### config.mk
export PLATFORM = sky130hd
export DESIGN_NAME = apb_txn_observer
export DESIGN_NICKNAME = d
export VERILOG_FILES = /design/src/rtl/apb_obs_pkg.sv /design/src/rtl/apb_obs_rst_sync.sv /design/src/rtl/apb_obs_phase.sv /design/src/rtl/apb_obs_viol.sv /design/src/rtl/apb_txn_observer.sv
export SDC_FILE = /design/constraint.sdc
export NUM_CORES = 1
export LEC_CHECK = 0
export BUFFER_PORTS_ARGS = -buffer_cell sky130_fd_sc_hd__buf_2
export CAP_MARGIN = 5
export CORE_MARGIN = 2
export CORE_UTILIZATION = 31
export DETAILED_ROUTE_END_ITERATION = 6
export PLACE_DENSITY_LB_ADDON = 0.15
export SYNTH_ARGS = -nofsm -noshare
export SYNTH_HDL_FRONTEND = slang
export SYNTH_SLANG_ARGS = --single-unit
### constraint.sdc
create_clock -name clk -period 6 [get_ports clk]
set_input_delay 0.9 -clock clk [delete_from_list [all_inputs] [get_ports clk]]
set_output_delay 0.9 -clock clk [all_outputs]
set_load 0.01 [all_outputs]
### src/rtl/apb_obs_pkg.sv
`timescale 1ns/1ps
package apb_obs_pkg;
  // Phase of the observed transfer
  typedef enum logic [0:0] {
    PH_IDLE   = 1'b0,
    PH_ACCESS = 1'b1
  } phase_e;
endpackage

### src/rtl/apb_obs_rst_sync.sv
`timescale 1ns/1ps
module apb_obs_rst_sync #(
  parameter int STAGES = 2
) (
  input  logic clk,
  input  logic rst_async_n,
  output logic rst_sync_n
);
  logic [STAGES-1:0] chain_q;

  always_ff @(posedge clk or negedge rst_async_n) begin
    if (!rst_async_n) chain_q <= '0;
    else              chain_q <= {chain_q[STAGES-2:0], 1'b1};
  end

  assign rst_sync_n = chain_q[STAGES-1];
endmodule

### src/rtl/apb_obs_phase.sv
`timescale 1ns/1ps
module apb_obs_phase
  import apb_obs_pkg::*;
#(
  parameter int AW = 32,
  parameter int DW = 32
) (
  input  logic          clk,
  input  logic          rst_n,
  input  logic          bus_sel,
  input  logic          bus_en,
  input  logic          bus_wr,
  input  logic [AW-1:0] bus_addr,
  input  logic [DW-1:0] bus_wdata,
  input  logic [DW-1:0] bus_rdata,
  output logic          rec_valid,
  output logic          rec_write,
  output logic [AW-1:0] rec_addr,
  output logic [DW-1:0] rec_data,
  output logic          viol_evt
);
  phase_e        phase_q, phase_d;
  logic          hold_wr_q;
  logic [AW-1:0] hold_addr_q;
  logic          setup_hit, access_hit;
  logic [DW-1:0] data_pick;

  // Next-state and enables
  always_comb begin
    setup_hit  = bus_sel & ~bus_en;
    access_hit = (phase_q == PH_ACCESS) & bus_en;
    viol_evt   = (phase_q == PH_ACCESS) & ~bus_en;
    phase_d    = setup_hit ? PH_ACCESS : PH_IDLE;
    data_pick  = hold_wr_q ? bus_wdata : bus_rdata;
  end

  always_ff @(posedge clk or negedge rst_n) begin
    if (!rst_n) phase_q <= PH_IDLE;
    else        phase_q <= phase_d;
  end

  // Setup-phase hold registers
  always_ff @(posedge clk or negedge rst_n) begin
    if (!rst_n) begin
      hold_wr_q   <= 1'b0;
      hold_addr_q <= '0;
    end else if (setup_hit) begin
      hold_wr_q   <= bus_wr;
      hold_addr_q <= bus_addr;
    end
  end

  // Record registers
  always_ff @(posedge clk or negedge rst_n) begin
    if (!rst_n) rec_valid <= 1'b0;
    else        rec_valid <= access_hit;
  end

  always_ff @(posedge clk or negedge rst_n) begin
    if (!rst_n) begin
      rec_write <= 1'b0;
      rec_addr  <= '0;
      rec_data  <= '0;
    end else if (access_hit) begin
      rec_write <= hold_wr_q;
      rec_addr  <= hold_addr_q;
      rec_data  <= data_pick;
    end
  end
endmodule

### src/rtl/apb_obs_viol.sv
`timescale 1ns/1ps
module apb_obs_viol #(
  parameter int CW = 8
) (
  input  logic          clk,
  input  logic          rst_n,
  input  logic          evt,
  input  logic          clr,
  output logic          flag,
  output logic [CW-1:0] count
);
  localparam logic [CW-1:0] CNT_MAX = {CW{1'b1}};

  logic          upd_en;
  logic          flag_d;
  logic [CW-1:0] base, count_d;

  always_comb begin
    upd_en  = evt | clr;
    base    = clr ? '0 : count;
    flag_d  = evt | (flag & ~clr);
    count_d = (evt && base != CNT_MAX) ? base + 1'b1 : base;
  end

  always_ff @(posedge clk or negedge rst_n) begin
    if (!rst_n) begin
      flag  <= 1'b0;
      count <= '0;
    end else if (upd_en) begin
      flag  <= flag_d;
      count <= count_d;
    end
  end
endmodule

### src/rtl/apb_txn_observer.sv
`timescale 1ns/1ps
module apb_txn_observer #(
  parameter int AW = 32,
  parameter int DW = 32,
  parameter int CW = 8
) (
  input  logic          clk,
  input  logic          rst_n,
  input  logic          clr_viol,
  input  logic          bus_sel,
  input  logic          bus_en,
  input  logic          bus_wr,
  input  logic [AW-1:0] bus_addr,
  input  logic [DW-1:0] bus_wdata,
  input  logic [DW-1:0] bus_rdata,
  output logic          rec_valid,
  output logic          rec_write,
  output logic [AW-1:0] rec_addr,
  output logic [DW-1:0] rec_data,
  output logic          viol_flag,
  output logic [CW-1:0] viol_count
);
  logic rst_int_n;
  logic viol_evt;

  apb_obs_rst_sync #(.STAGES(2)) u_rst (
    .clk         (clk),
    .rst_async_n (rst_n),
    .rst_sync_n  (rst_int_n)
  );

  apb_obs_phase #(.AW(AW), .DW(DW)) u_phase (
    .clk       (clk),
    .rst_n     (rst_int_n),
    .bus_sel   (bus_sel),
    .bus_en    (bus_en),
    .bus_wr    (bus_wr),
    .bus_addr  (bus_addr),
    .bus_wdata (bus_wdata),
    .bus_rdata (bus_rdata),
    .rec_valid (rec_valid),
    .rec_write (rec_write),
    .rec_addr  (rec_addr),
    .rec_data  (rec_data),
    .viol_evt  (viol_evt)
  );

  apb_obs_viol #(.CW(CW)) u_viol (
    .clk   (clk),
    .rst_n (rst_int_n),
    .evt   (viol_evt),
    .clr   (clr_viol),
    .flag  (viol_flag),
    .count (viol_count)
  );
endmodule

==> impl_metrics.tcl <==
set metrics [dict create \
    status "complete, no violations" \
    vias 3042 \
    die_h_um 124.0 \
    ys_ff_latch 111 \
    critPathSlowestCell "nor2b_4" \
    finalCriticalPeriod_ps 2047 \
    initial_core_util_pct 31.93 \
    critPathBufInv 1 \
    cts_tree "yes" \
    power.leakage_nw 2.900 \
    insertion_delay_ps 350 \
    synth_top_family_by_area "multiplexers" \
    setup_violations 0 \
    grt_util_all_layers_pct 12.45 \
    combPwrFrac_pct 19.7 \
    intPower_mw 1.391 \
    critPathCaptureType "flop" \
    synthXorXnorAreaFrac_pct 0.1961 \
    min_path_type "input port to asynchronous set/reset pin" \
    whs_ps 327.4 \
    antenna_left 0 \
    stdcell_count 679 \
    critPathKind "input port to flop" \
    power.switching_uw 517.2 \
    cts_resized 0 \
    dp_cells 664 \
    design_area_um2 5751 \
    powerDensity_nw_per_um2 331.8 \
    h-tree-depth 3 \
    routed_wl_mm 9.557 \
    utilization_pct 41.11 \
    fin_skew_ps 14.30 \
    slew-limit-headroom_pct 31.03 \
    synth_edf_count 0 \
    synthMuxAreaShare_pct 23.81 \
    ys_seq_area_share_pct 62.18 \
    drt_iter0_drc 94 \
    finalSetupTns_ps 0 \
    cts_setup_buffers 0 \
    fmax_mhz 488.5 \
    place.gp.congestion 0.6999 \
    avgSynthCellArea_um2 13.66 \
    diodes 0 \
    clock-sinks 111 \
    final_nets 597 \
    dieArea_um2 15380 \
    ios 177 \
    crit_chain "buf_2, nor2b_4, mux2_2" \
    startpoint_type "input port" \
    tightest_slew_ps 1032 \
    worstPathRequired_ps 6220 \
    syn-num-nets 429 \
    rsz0062_at_grt "no" \
    mostFrequentLayoutCells "buf_2, dfrtp_1, mux2_2" \
    grt_overflow_total 0 \
    wl_per_cell_um 14.08 \
    synth-compound-area-share_pct 5.910 \
    peakVddDrop_mv 0.1356 \
    io_buffers 176 \
    p_clk_share_pct 29.3 \
    grt_pass1_wl_mm 14.52 \
    synth_cells 327 \
    grt_max_degree 99 \
    clk_pin_slew_ps 70 \
    post-route-period-util_pct 34.12 \
    viasPerCell 4.480 \
    dp_hpwl_mm 6.675 \
    die_width_um 124.0 \
    syn2layout_area_growth_pct 28.74 \
    cts_inserted_buffers 9 \
    post-place-ws_ps 3557 \
    crit_family "simple AND/OR/NAND/NOR gates" \
    worstPathMaxFanout 34 \
    core_area_um2 13990 \
    hold_viol_final 0 \
    slew_viol_final 0 \
    cts_buffer_depth 2 \
    netlist_area_um2 4467 \
    drive_gt1_share_pct 48.10 \
    cts_hold_buffers 0 \
    cap_violations 0 \
    cp_slowest_stage_delay_ps 800 \
    antenna_found_initial 0 \
    drc_errors 0 \
    seqPwrFrac_pct 51.0 \
    synth-adder-area-share_pct 0 \
    yosys.cell_types.count 31 \
    final_common_cell "buf_2" \
    clockRootBuffer "clkbuf_16" \
    drt_pass1_iterations 4 \
    fin_ws_ps 3953 \
    num_rows 43 \
    place_area_um2 5473 \
    ys_async_sr_fraction_pct 100.0 \
    p_sw_share_pct 27.11 \
    synth-main-ff-cell "dfrtp_1" \
    ys_warn_count 0 \
    synthSimpleGateAreaFrac_pct 4.790 \
    total_power_mw 1.908 \
    grt_pass1_vias 2919 \
    cp.arrival_ps 2270 \
]
==> path summary, 6_finish.rpt <==
kind	startpoint	to	slack, ps	cells after the start
min reg2reg	u_rst.chain_q[1]$_DFF_PN0_	u_phase.rec_addr[25]$_DFFE_PN0P_	340	0
max	bus_en	u_phase.hold_wr_q$_DFFE_PN0P_	3950	3
max in group asynchronous	u_rst.chain_q[1]$_DFF_PN0_	u_phase.hold_wr_q$_DFFE_PN0P_	4400	1
min in group clk	u_rst.chain_q[0]$_DFF_PN0_	u_rst.chain_q[1]$_DFF_PN0_	360	0
min	rst_n	u_rst.chain_q[1]$_DFF_PN0_	330	1
max reg2reg	u_phase.phase_q$_DFF_PN0_	u_phase.rec_addr[30]$_DFFE_PN0P_	4240	2
==> power by group through the flow <==
stage / logic (mW) / clock network, mW / registers (mW)
floorplan: 0.166 / 0 / 1.02
global placement: 0.380 / 0 / 0.983
detailed placement: 0.384 / 0 / 0.991
CTS: 0.384 / 0.583 / 0.977
global route: 0.421 / 0.618 / 0.997
finish: 0.375 / 0.559 / 0.973
==> logic make-up (layout without fill, tap and decap cells) <==
logic type,count (synthesis),after routing
and+or+nand+nor,47,47
AOI/OAI and AO/OA,47,47
DFF,111,111
muxes,98,98
other,1,1
buffers and inverters,22,194
xor gates and xnor gates,1,1
==> registers in the layout (all words and copies together) (netlist names) <==
| name | cells |
|---|---|
| u_phase.hold_wr_q | 1 |
| u_phase.rec_write | 1 |
| u_viol.flag | 1 |
| u_phase.phase_q | 1 |
| u_phase.hold_addr_q | 32 |
| u_viol.count | 8 |
| u_phase.rec_addr | 32 |
| u_phase.rec_valid | 1 |
| u_phase.rec_data | 32 |
| u_rst.chain_q | 2 |
==> final cells by class <==
cell class / instances / area (µm²)
Clock buffer: 13 / 260.3
Clock inverter: 2 / 17.52
Multi-Input combinational cell: 194 / 1569
Fill cell: 1388 / 8238
Tap cell: 180 / 225.2
Inverter: 2 / 7.507
Timing Repair Buffer: 177 / 888.4
Sequential cell: 111 / 2783
==> synthesized netlist by cell type (2+ instances only) <==
master	instances	area (µm²)
a21oi_1	5	25.02
a311oi_1	3	26.28
and4b_1	2	20.02
buf_2	9	45.04
buf_4	3	22.52
buf_6	4	45.04
clkbuf_1	4	15.01
dfrtp_1	111	2778
inv_1	2	7.510
mux2_1	22	247.7
mux2_2	44	495.5
mux2i_1	32	320.3
nand2_1	35	131.4
nand3_1	2	10.01
nor2b_1	2	12.51
o21ai_0	32	160.2
==> layer usage <==
| metal | track usage, % | vias to the layer above | wire, µm |
|---|---|---|---|
| met2 | 19.30 | 121 | 4213 |
| li1 | - | 1481 | - |
| met1 | 15.37 | 1426 | 4122 |
| met5 | 0 | - | 0 |
| met3 | 4.808 | 14 | 1040 |
| met4 | 5.688 | 0 | 180 |
No activity file was read; power rests on OpenSTA's default activity.
